===== src/rtl/twi_pkg.sv =====
package twi_pkg;

  typedef enum logic [2:0] {
    ST_IDLE,
    ST_RX,
    ST_RXD,
    ST_ACK,
    ST_TX,
    ST_TXA,
    ST_TXN
  } twi_state_e;

  typedef enum logic [1:0] {
    RL_DEV,
    RL_ADDR,
    RL_DATA
  } twi_role_e;

endpackage


===== src/rtl/twi_bus_cond.sv =====
module twi_bus_cond #(
  parameter int SYNC_STAGES = 2
) (
  input  logic clk,
  input  logic rst,
  input  logic scl_i,
  input  logic sda_i,
  output logic scl_s,
  output logic sda_s,
  output logic scl_rise,
  output logic scl_fall,
  output logic start_det,
  output logic stop_det
);
  logic [SYNC_STAGES-1:0] scl_pipe;
  logic [SYNC_STAGES-1:0] sda_pipe;
  logic scl_q;
  logic sda_q;

  always_ff @(posedge clk) begin
    if (rst) begin
      scl_pipe <= '1;
      sda_pipe <= '1;
      scl_q    <= 1'b1;
      sda_q    <= 1'b1;
    end else begin
      scl_pipe <= {scl_pipe[SYNC_STAGES-2:0], scl_i};
      sda_pipe <= {sda_pipe[SYNC_STAGES-2:0], sda_i};
      scl_q    <= scl_pipe[SYNC_STAGES-1];
      sda_q    <= sda_pipe[SYNC_STAGES-1];
    end
  end

  assign scl_s     = scl_pipe[SYNC_STAGES-1];
  assign sda_s     = sda_pipe[SYNC_STAGES-1];
  assign scl_rise  = scl_s & ~scl_q;
  assign scl_fall  = ~scl_s & scl_q;
  assign start_det = scl_s & scl_q & sda_q & ~sda_s;
  assign stop_det  = scl_s & scl_q & ~sda_q & sda_s;

endmodule


===== src/rtl/twi_page_buf.sv =====
module twi_page_buf #(
  parameter int DW = 8,
  parameter int IW = 4
) (
  input  logic          clk,
  input  logic          rst,
  input  logic          clr,
  input  logic          we,
  input  logic [IW-1:0] widx,
  input  logic [DW-1:0] wdata,
  input  logic [IW-1:0] ridx,
  output logic [DW-1:0] rdata,
  output logic          rvalid,
  output logic          any_valid
);
  localparam int SLOTS = 2 ** IW;

  logic [DW-1:0]    slot_q [SLOTS];
  logic [SLOTS-1:0] valid_q;

  always_ff @(posedge clk) begin
    if (we) slot_q[widx] <= wdata;
  end

  always_ff @(posedge clk) begin
    if (rst || clr) begin
      valid_q <= '0;
    end else if (we) begin
      valid_q[widx] <= 1'b1;
    end
  end

  assign rdata     = slot_q[ridx];
  assign rvalid    = valid_q[ridx];
  assign any_valid = |valid_q;

endmodule


===== src/rtl/twi_array.sv =====
module twi_array #(
  parameter int DW = 8,
  parameter int AW = 7
) (
  input  logic          clk,
  input  logic          we,
  input  logic [AW-1:0] waddr,
  input  logic [DW-1:0] wdata,
  input  logic [AW-1:0] raddr,
  output logic [DW-1:0] rdata
);
  localparam int DEPTH = 2 ** AW;

  logic [DW-1:0] mem [DEPTH];

  always_ff @(posedge clk) begin
    if (we) mem[waddr] <= wdata;
    rdata <= mem[raddr];
  end

endmodule


===== src/rtl/twi_eeprom.sv =====
module twi_eeprom #(
  parameter logic [6:0] DEV_ADDR    = 7'b1010000,
  parameter int         AW          = 7,
  parameter int         PAGE_AW     = 4,
  parameter int         BUSY_CYC    = 400,
  parameter int         SYNC_STAGES = 2
) (
  input  logic clk,
  input  logic rst,
  input  logic scl_i,
  input  logic sda_i,
  output logic sda_oe,
  input  logic wp_i
);
  import twi_pkg::*;

  localparam int DW    = 8;
  localparam int BCW   = $clog2(BUSY_CYC + 1);
  localparam int PGW   = AW - PAGE_AW;
  localparam int SLOTS = 2 ** PAGE_AW;

  logic scl_s, sda_s, scl_rise, scl_fall, start_det, stop_det;

  twi_state_e    state;
  twi_role_e     role;
  logic [2:0]    bitcnt;
  logic [DW-1:0] rxsh;
  logic [DW-1:0] txsh;
  logic          rw;
  logic [AW-1:0] ctr;

  logic               commit_on;
  logic [PAGE_AW-1:0] slot;
  logic [PGW-1:0]     cpage;
  logic [BCW-1:0]     busy_cnt;
  logic               busy;
  logic               commit_done;

  logic          pb_we, pb_clr, pb_rvalid, pb_any;
  logic [DW-1:0] pb_rdata;
  logic [DW-1:0] rd_q;
  logic          dev_acking;

  twi_bus_cond #(.SYNC_STAGES(SYNC_STAGES)) u_cond (
    .clk(clk), .rst(rst), .scl_i(scl_i), .sda_i(sda_i),
    .scl_s(scl_s), .sda_s(sda_s), .scl_rise(scl_rise), .scl_fall(scl_fall),
    .start_det(start_det), .stop_det(stop_det)
  );

  assign busy        = (busy_cnt != '0);
  assign commit_done = commit_on && (slot == PAGE_AW'(SLOTS - 1));
  assign pb_we       = (state == ST_RXD) && scl_fall && (role == RL_DATA) && !start_det && !stop_det;
  assign pb_clr      = (start_det && !commit_on) || (stop_det && wp_i) || commit_done;
  assign dev_acking  = (state == ST_ACK) && (role == RL_DEV);

  twi_page_buf #(.DW(DW), .IW(PAGE_AW)) u_pbuf (
    .clk(clk), .rst(rst), .clr(pb_clr),
    .we(pb_we), .widx(ctr[PAGE_AW-1:0]), .wdata(rxsh),
    .ridx(slot), .rdata(pb_rdata), .rvalid(pb_rvalid), .any_valid(pb_any)
  );

  twi_array #(.DW(DW), .AW(AW)) u_mem (
    .clk(clk), .we(commit_on && pb_rvalid), .waddr({cpage, slot}),
    .wdata(pb_rdata), .raddr(ctr), .rdata(rd_q)
  );

  // Protocol engine
  always_ff @(posedge clk) begin
    if (rst) begin
      state  <= ST_IDLE;
      role   <= RL_DEV;
      bitcnt <= '0;
      rxsh   <= '0;
      txsh   <= '0;
      rw     <= 1'b0;
      ctr    <= '0;
      sda_oe <= 1'b0;
    end else if (start_det) begin
      state  <= ST_RX;
      role   <= RL_DEV;
      bitcnt <= '0;
      sda_oe <= 1'b0;
    end else if (stop_det) begin
      state  <= ST_IDLE;
      sda_oe <= 1'b0;
    end else begin
      unique case (state)
        ST_IDLE: ;
        ST_RX: begin
          if (scl_rise) begin
            rxsh   <= {rxsh[DW-2:0], sda_s};
            bitcnt <= bitcnt + 3'd1;
            if (bitcnt == 3'd7) state <= ST_RXD;
          end
        end
        ST_RXD: begin
          if (scl_fall) begin
            unique case (role)
              RL_DEV: begin
                if ((rxsh[DW-1:1] == DEV_ADDR) && !busy) begin
                  sda_oe <= 1'b1;
                  rw     <= rxsh[0];
                  state  <= ST_ACK;
                end else begin
                  state  <= ST_IDLE;
                end
              end
              RL_ADDR: begin
                sda_oe <= 1'b1;
                ctr    <= rxsh[AW-1:0];
                state  <= ST_ACK;
              end
              default: begin
                sda_oe <= 1'b1;
                ctr[PAGE_AW-1:0] <= ctr[PAGE_AW-1:0] + 1'b1;
                state  <= ST_ACK;
              end
            endcase
          end
        end
        ST_ACK: begin
          if (scl_fall) begin
            bitcnt <= '0;
            if (role == RL_DEV && rw) begin
              txsh   <= {rd_q[DW-2:0], 1'b0};
              sda_oe <= ~rd_q[DW-1];
              ctr    <= ctr + 1'b1;
              state  <= ST_TX;
            end else begin
              sda_oe <= 1'b0;
              state  <= ST_RX;
              role   <= (role == RL_DEV) ? RL_ADDR : RL_DATA;
            end
          end
        end
        ST_TX: begin
          if (scl_fall) begin
            if (bitcnt == 3'd7) begin
              sda_oe <= 1'b0;
              state  <= ST_TXA;
            end else begin
              sda_oe <= ~txsh[DW-1];
              txsh   <= {txsh[DW-2:0], 1'b0};
              bitcnt <= bitcnt + 3'd1;
            end
          end
        end
        ST_TXA: begin
          if (scl_rise) state <= sda_s ? ST_IDLE : ST_TXN;
        end
        ST_TXN: begin
          if (scl_fall) begin
            bitcnt <= '0;
            txsh   <= {rd_q[DW-2:0], 1'b0};
            sda_oe <= ~rd_q[DW-1];
            ctr    <= ctr + 1'b1;
            state  <= ST_TX;
          end
        end
        default: state <= ST_IDLE;
      endcase
    end
  end

  // Page commit and busy window
  always_ff @(posedge clk) begin
    if (rst) begin
      commit_on <= 1'b0;
      slot      <= '0;
      cpage     <= '0;
      busy_cnt  <= '0;
    end else if (stop_det && pb_any && !wp_i && !commit_on) begin
      commit_on <= 1'b1;
      slot      <= '0;
      cpage     <= ctr[AW-1:PAGE_AW];
      busy_cnt  <= BCW'(BUSY_CYC);
    end else begin
      if (busy) busy_cnt <= busy_cnt - 1'b1;
      if (commit_on) begin
        slot <= slot + 1'b1;
        if (commit_done) commit_on <= 1'b0;
      end
    end
  end

endmodule


===== config.mk =====
export PLATFORM = sky130hd
export DESIGN_NAME = twi_eeprom
export DESIGN_NICKNAME = d
export VERILOG_FILES = /design/src/rtl/twi_pkg.sv /design/src/rtl/twi_bus_cond.sv /design/src/rtl/twi_page_buf.sv /design/src/rtl/twi_array.sv /design/src/rtl/twi_eeprom.sv
export SDC_FILE = /design/constraint.sdc
export NUM_CORES = 1
export LEC_CHECK = 0
export BUFFER_PORTS_ARGS = -buffer_cell sky130_fd_sc_hd__buf_4
export CORE_UTILIZATION = 46
export CTS_CLUSTER_SIZE = 24
export DETAILED_ROUTE_END_ITERATION = 7
export HOLD_SLACK_MARGIN = 0.1
export SETUP_SLACK_MARGIN = 0.5
export SLEW_MARGIN = 20
export SYNTH_ARGS = -nofsm -noshare
export SYNTH_HDL_FRONTEND = slang
export SYNTH_SLANG_ARGS = --single-unit

===== constraint.sdc =====
create_clock -name clk -period 8.3 [get_ports clk]
set_input_delay 1.245 -clock clk [delete_from_list [all_inputs] [get_ports clk]]
set_output_delay 1.245 -clock clk [all_outputs]
set_load 0.02 [all_outputs]

==> metrics.cfg, run 1 <==
[detailed_routing]
met2WireLength_mm=59.5
route.final.wire_length_mm=124
met3WireLength_mm=9.92
detailed_route_wire_length_per_cell_um=30.0
detail-route-antenna-nets=0
wl_met1_mm=50.9
detail_route.iter0.violations=2880
drt_drc_violations_left=0
firstDrtPassIters=6
via_cell_ratio=6.16
vias=25383
routed.top_layer=met4

[power]
power-per-cell-area_nw_per_um2=227
max_ir_drop_vdd_uv=168
total_power_mw=12.3
power.static_leakage_nw=16.2

[placed_design]
placement.setup.worst_slack_ns=3.08
hpwl_mm=72.4
placed_area_sq_um=50000
routabilityCongestion=0.871
numPortBuffers=5

[logic_synthesis]
count_of_flip_flops_with_a_built_in_enable_after_synthesis=1152
most_frequently_used_flop_master_after_synthesis=edfxtp_1
synth_seq_cells=1235
yosys-top-cells-area=edfxtp_1 (71%), mux4_2 (11%), dfxtp_1 (3.4%), mux2i_1 (3.1%), nor3_1 (1.2%)
synth_nets=2638
yosysWarningCount=0
synth_top_area_share_pct=71.2
async_reset_ff_share_pct=0
mean_syn_cell_area_sq_um=18.5
synthesis.area_sq_um=48600
fraction_of_the_yosys_area_taken_by_sequential_cells_pct=74.6
synth_most_common_cell=edfxtp_1
post_synth_num_cell_types=63
netlist.top_cell.by_area=edfxtp_1
syn_inst=2623
yosys-top-cells-count=edfxtp_1 (1152), mux4_2 (234), nand2_1 (157), mux2i_1 (152), nor3_1 (118)

[floorplan]
core_area_sq_um=104000
initial_utilization_pct=46.7
die_wd_um=327
die_height_um=327
fp-row-count=118
fp.dieArea_sq_um=107000
top_level_ports=6

[timing]
finalSetupViolations=0
fin_crit_sh_pct=62.4
clock-skew-final_ns=0.0428
upper_clock_frequency_limit_ghz=0.193
layout_setup_ws_ns=3.12
drv_slew=0
timing.final.crit_period_ns=5.18
worstMarginPinSlew_ns=1.17
hold_viol=0
max_slew_margin_pct=21.7
hold_slack_ns=0.425
tns_ns=0
rsz0062_at_grt=no

[setup_path]
worst-path-max-fanout=49
timing.critical_path.arrival_ns=5.49
timing.critical_path.required_ns=8.61
critPathKind=flip-flop to flip-flop
endpoint_kind=flip-flop
worst_setup_path_start_kind=flip-flop

[clock_network]
cts_hold_buffers=0
cts-buffers-inserted=120
postCtsSetupBuffers=0
cts.sink_count=1235
ctsRootBufferMaster=clkbuf_16
insertion_delay_ns=0.72
cts_tree=built
clkSlewWorstSetupHoldPaths_ns=0.06
post_cts_resize_count=0
max-clock-path-buffers=3
h_tree_depth_reported_by_cts=3

[finish]
antenna_cells=0
area_delta_synth_final_pct=11.7
finalInstanceArea_sq_um=54300
final_nets=2651
final_layout_size_suffix_gt1_share_pct=21.2

[grt]
pin_count_of_the_biggest_net_entering_global_routing=109
remaining_global_route_overflow=0
first_global_vias=25699
grt_first_pass_wirelength_mm=181
number_of_antenna_violations_at_the_first_check_in_global_routing=0
track_usage_pct=23.2

[min_path]
worst_hold_path_type=flip-flop to flip-flop

[run]
max_cap_violations=0

[outcome]
status=completed

[logic make-up (layout without fill, tap and decap cells)]
logic type	Yosys count	after routing	synth area share [%]
XOR/XNOR	8	8	0.144
flip-flops	1235	1235	74.6
AND/OR/NAND/NOR	571	571	5.71
adder cells (fa/ha/maj)	10	10	0.257
multiplexers	389	389	14.0
buffers and inverters	171	291	1.88
AO/OA/AOI/OAI	239	239	3.37
[worst max-delay path: stages, from the launching register on]
cell       delay (ns)
dfxtp_1          0.77
or3b_2           0.95
o2111ai_2        0.42
nand3_4          0.75
buf_4            0.63
buf_12           0.28
nor3_1           0.88
[stage by stage]
step / utilization [%] / std cells
6_report: 52.2 / 4123
5_1_grt: 52.2 / 4123
4_1_cts: 51.9 / 4121
3_5_place_dp: 48.0 / 3892
3_3_place_gp: 48.0 / 3891
2_1_floorplan: - / 2623
[layout by cell type (no fill, tap or decap), types with 25 or more instances in the layout]
cell,n
buf_4,46
nor3_1,66
edfxtp_1,1152
mux2i_1,152
mux4_2,226
nand2_1,154
a21oi_1,47
a22oi_1,57
o22ai_1,29
clkinv_2,25
nor3_2,53
nor2_1,90
nand3_1,65
clkbuf_16,125
dfxtp_1,78
[worst paths after layout]
kind / cells past startpoint / from / end / slack (ns)
hold / removal: 1 / u_cond.sda_pipe[0]$_SDFF_PP1_ / u_cond.sda_pipe[1]$_SDFF_PP1_ / 0.42
hold reg to reg: 1 / u_cond.sda_pipe[0]$_SDFF_PP1_ / u_cond.sda_pipe[1]$_SDFF_PP1_ / 0.42
setup reg to reg: 6 / slot[2]$_SDFFE_PP0P_ / u_mem.mem[47][4]$_DFFE_PP_ / 3.12
setup / recovery: 6 / slot[2]$_SDFFE_PP0P_ / u_mem.mem[47][4]$_DFFE_PP_ / 3.12
[power by group]
group	internal, mW	total (mW)	leakage [nW]	switching [mW]
sequential	6.71	6.73	11.1	0.0172
clock	3.17	5.50	1.95	2.33
combinational	0.0460	0.111	3.18	0.0648
total	9.93	12.3	16.2	2.42
[state kept, by name, indices dropped and copies added (netlist names), named ones only]
| register | count |
|---|---|
| u_cond.scl_pipe | 2 |
| bitcnt | 3 |
| u_pbuf.valid_q | 16 |
| ctr | 7 |
| commit_on | 1 |
| u_mem.rdata | 8 |
| u_cond.scl_q | 1 |
| rw | 1 |
| u_cond.sda_pipe | 2 |
| slot | 4 |
| txsh | 7 |
| u_cond.sda_q | 1 |
| u_mem.mem | 1024 |
| cpage | 3 |
| state | 3 |
| sda_oe | 1 |
| busy_cnt | 9 |
| rxsh | 8 |
| u_pbuf.slot_q | 128 |
| role | 2 |
[area by class of cell]
type | count | area, sq um
Clock buffer | 153 | 3310
Clock inverter | 76 | 707
Fill cell | 8086 | 49800
Inverter | 12 | 45.0
Multi-Input combinational cell | 1217 | 11800
Sequential cell | 1235 | 36300
Tap cell | 1380 | 1730
Timing Repair Buffer | 50 | 410
[layer usage]
| layer | vias to the layer above | global-route usage, % |
|---|---|---|
| met5 | - | 0 |
| met4 | 0 | 7.87 |
| met3 | 184 | 3.85 |
| met2 | 1163 | 37.2 |
| met1 | 13325 | 32.5 |
| li1 | 10711 | - |
No activity file was read; power rests on OpenSTA's default activity.
==> inputs of run 2 (changes only) <==
==> constraint.sdc (replaced) <==
create_clock -name clk -period 4.39 [get_ports clk]
set_input_delay 0.6585 -clock clk [delete_from_list [all_inputs] [get_ports clk]]
set_output_delay 0.6585 -clock clk [all_outputs]
set_load 0.02 [all_outputs]
==> metrics.cfg, run 2 (synthesis gave the netlist of run 1 again) <==
[outcome]
status=completed

[finish]
layout.cells.most_common_list=edfxtp_1 (1152), mux4_2 (226), buf_4 (182), nand2_1 (155), mux2i_1 (152)
final_nets=2809
area_delta_synth_final_pct=14.0
layout_top_registers=u_mem.mem (1024), u_pbuf.slot_q (128), u_pbuf.valid_q (16)
number_of_flip_flops_under_the_largest_register_name=1024
final_layout_size_suffix_gt1_share_pct=22.5
area_of_the_multi_input_gates_sq_um=11500
regMostFlops=u_mem.mem
antenna_cells=0
fillCellCount=8072
ff_latch_area_sq_um=36300
layout.cells.most_common=edfxtp_1

[grt]
number_of_antenna_violations_at_the_first_check_in_global_routing=0
pin_count_of_the_biggest_net_entering_global_routing=129
track_usage_pct=22.9
remaining_global_route_overflow=0
grt_first_pass_wirelength_mm=179
first_global_vias=26017

[setup_path]
endpoint_kind=flip-flop
rr_worst_depth=7
crit-reg2reg-launch=slot[1]$_SDFFE_PP0P_
crit_buf_inv=3
timing.critical_path.required_ns=4.82
cpMaxStageDelayCell=dfxtp_2
crit_chain=buf_4, or3b_1, o2111ai_2, nand3_4, buf_4, nor3_1, buf_4
cpPeakStageDelay_ns=0.54
path_delay_family=simple AND/OR/NAND/NOR gates
critPathKind=flip-flop to flip-flop
reg2reg_slack_ns=1.02
timing.critical_path.arrival_ns=3.80
worst-path-max-fanout=22
worst_setup_path_start_kind=flip-flop
worst_r2r_endpoint=u_mem.mem[43][1]$_DFFE_PP_
timing.critical_path.mode_cell=buf_4

[timing]
clock-skew-final_ns=0.0304
timing.final.crit_period_ns=3.37
upper_clock_frequency_limit_ghz=0.297
drv_slew=0
hold_viol=0
tns_ns=0
rsz0062_at_grt=no
worstMarginPinSlew_ns=1.14
finalSetupViolations=0
hold_slack_ns=0.342
max_slew_margin_pct=23.6
fin_crit_sh_pct=76.8

[detailed_routing]
drt_drc_violations_left=0
via_cell_ratio=6.01
detailed_route_wire_length_per_cell_um=28.3
vias=25681
firstDrtPassIters=6
route.final.wire_length_mm=121
detail_route.iter0.violations=2759
detail-route-antenna-nets=0

[clock_network]
ctsRootBufferMaster=clkbuf_16
clkSlewWorstSetupHoldPaths_ns=0.06
post_cts_resize_count=0
cts.sink_count=1235
h_tree_depth_reported_by_cts=4
cts-buffers-inserted=130
cts_tree=built
max-clock-path-buffers=3
insertion_delay_ns=0.74

[floorplan]
fp.dieArea_sq_um=107000
die_wd_um=327
die_height_um=327
fp-row-count=118
core_area_sq_um=104000
top_level_ports=6
initial_utilization_pct=46.7

[power]
max_ir_drop_vdd_uv=346
power-per-cell-area_nw_per_um2=428
power.static_leakage_nw=17.1

[min_path]
hold_path_startpoint=rst
hold-path-cell-count=2
worst_hold_path_type=input pin to flip-flop
timing.hold.worst_endpoint=rxsh[2]$_SDFFE_PP0P_

[run]
max_cap_violations=0

[placed_design]
hpwl_mm=73.2
numPortBuffers=5
routabilityCongestion=0.845

## run 2: where the power goes
group	switching [mW]	internal, mW
clock network	4.48	6.29
logic	0.124	0.0878
registers	0.0342	12.7
total	4.64	19.1
## run 2: per-stage QoR
step	instances	total power, mW	utilization [%]	instance area, sq um	setup WS (ns)
2_1_floorplan	2623	13.1	-	48600	1.65
3_3_place_gp	4040	13.2	49.2	51200	1.11
3_5_place_dp	4040	13.2	49.2	51200	1.07
4_1_cts	4275	23.9	53.2	55400	1.04
5_1_grt	4275	24.3	53.2	55400	0.962
6_report	4275	23.7	53.2	55400	1.02
## run 2: timing repair
| item | 4_1_cts | 5_1_grt |
|---|---|---|
| hold endpoints to repair | 2 | 0 |
| setup buffers | 0 | 0 |
| hold buffers | 2 | 0 |
## run 2: final cells by class
cell class,count,share of cell area (%)
well taps,1380,3.12
inverters,12,0.0813
multi-input cells,1217,20.8
flip-flops and latches,1235,65.5
repair buffers,198,3.01
clock inverters,82,1.43
clock buffers,151,6.09
## run 2: how the worst max path moves through the flow
stage / start / to / slack [ns] / cells past startpoint
after floorplan: flip-flop / u_mem.mem[0][0]$_DFFE_PP_ / 1.65 / 4
after global placement: slot[1]$_SDFFE_PP0P_ / u_mem.mem[43][6]$_DFFE_PP_ / 1.11 / 7
after detailed placement: slot[1]$_SDFFE_PP0P_ / u_mem.mem[43][0]$_DFFE_PP_ / 1.07 / 7
after CTS: slot[1]$_SDFFE_PP0P_ / u_mem.mem[43][1]$_DFFE_PP_ / 1.04 / 7
after global routing: slot[1]$_SDFFE_PP0P_ / u_mem.mem[43][1]$_DFFE_PP_ / 0.96 / 7
final: slot[1]$_SDFFE_PP0P_ / u_mem.mem[43][1]$_DFFE_PP_ / 1.02 / 7
## run 2: per-layer routing
metal | vias up | GRT usage (%) | part of all wire, %
met5 | - | 0 | 0
met4 | 0 | 6.42 | 2.3
met3 | 167 | 4.29 | 7.2
met2 | 1058 | 36.0 | 48
met1 | 13447 | 32.8 | 43
li1 | 11009 | - | -
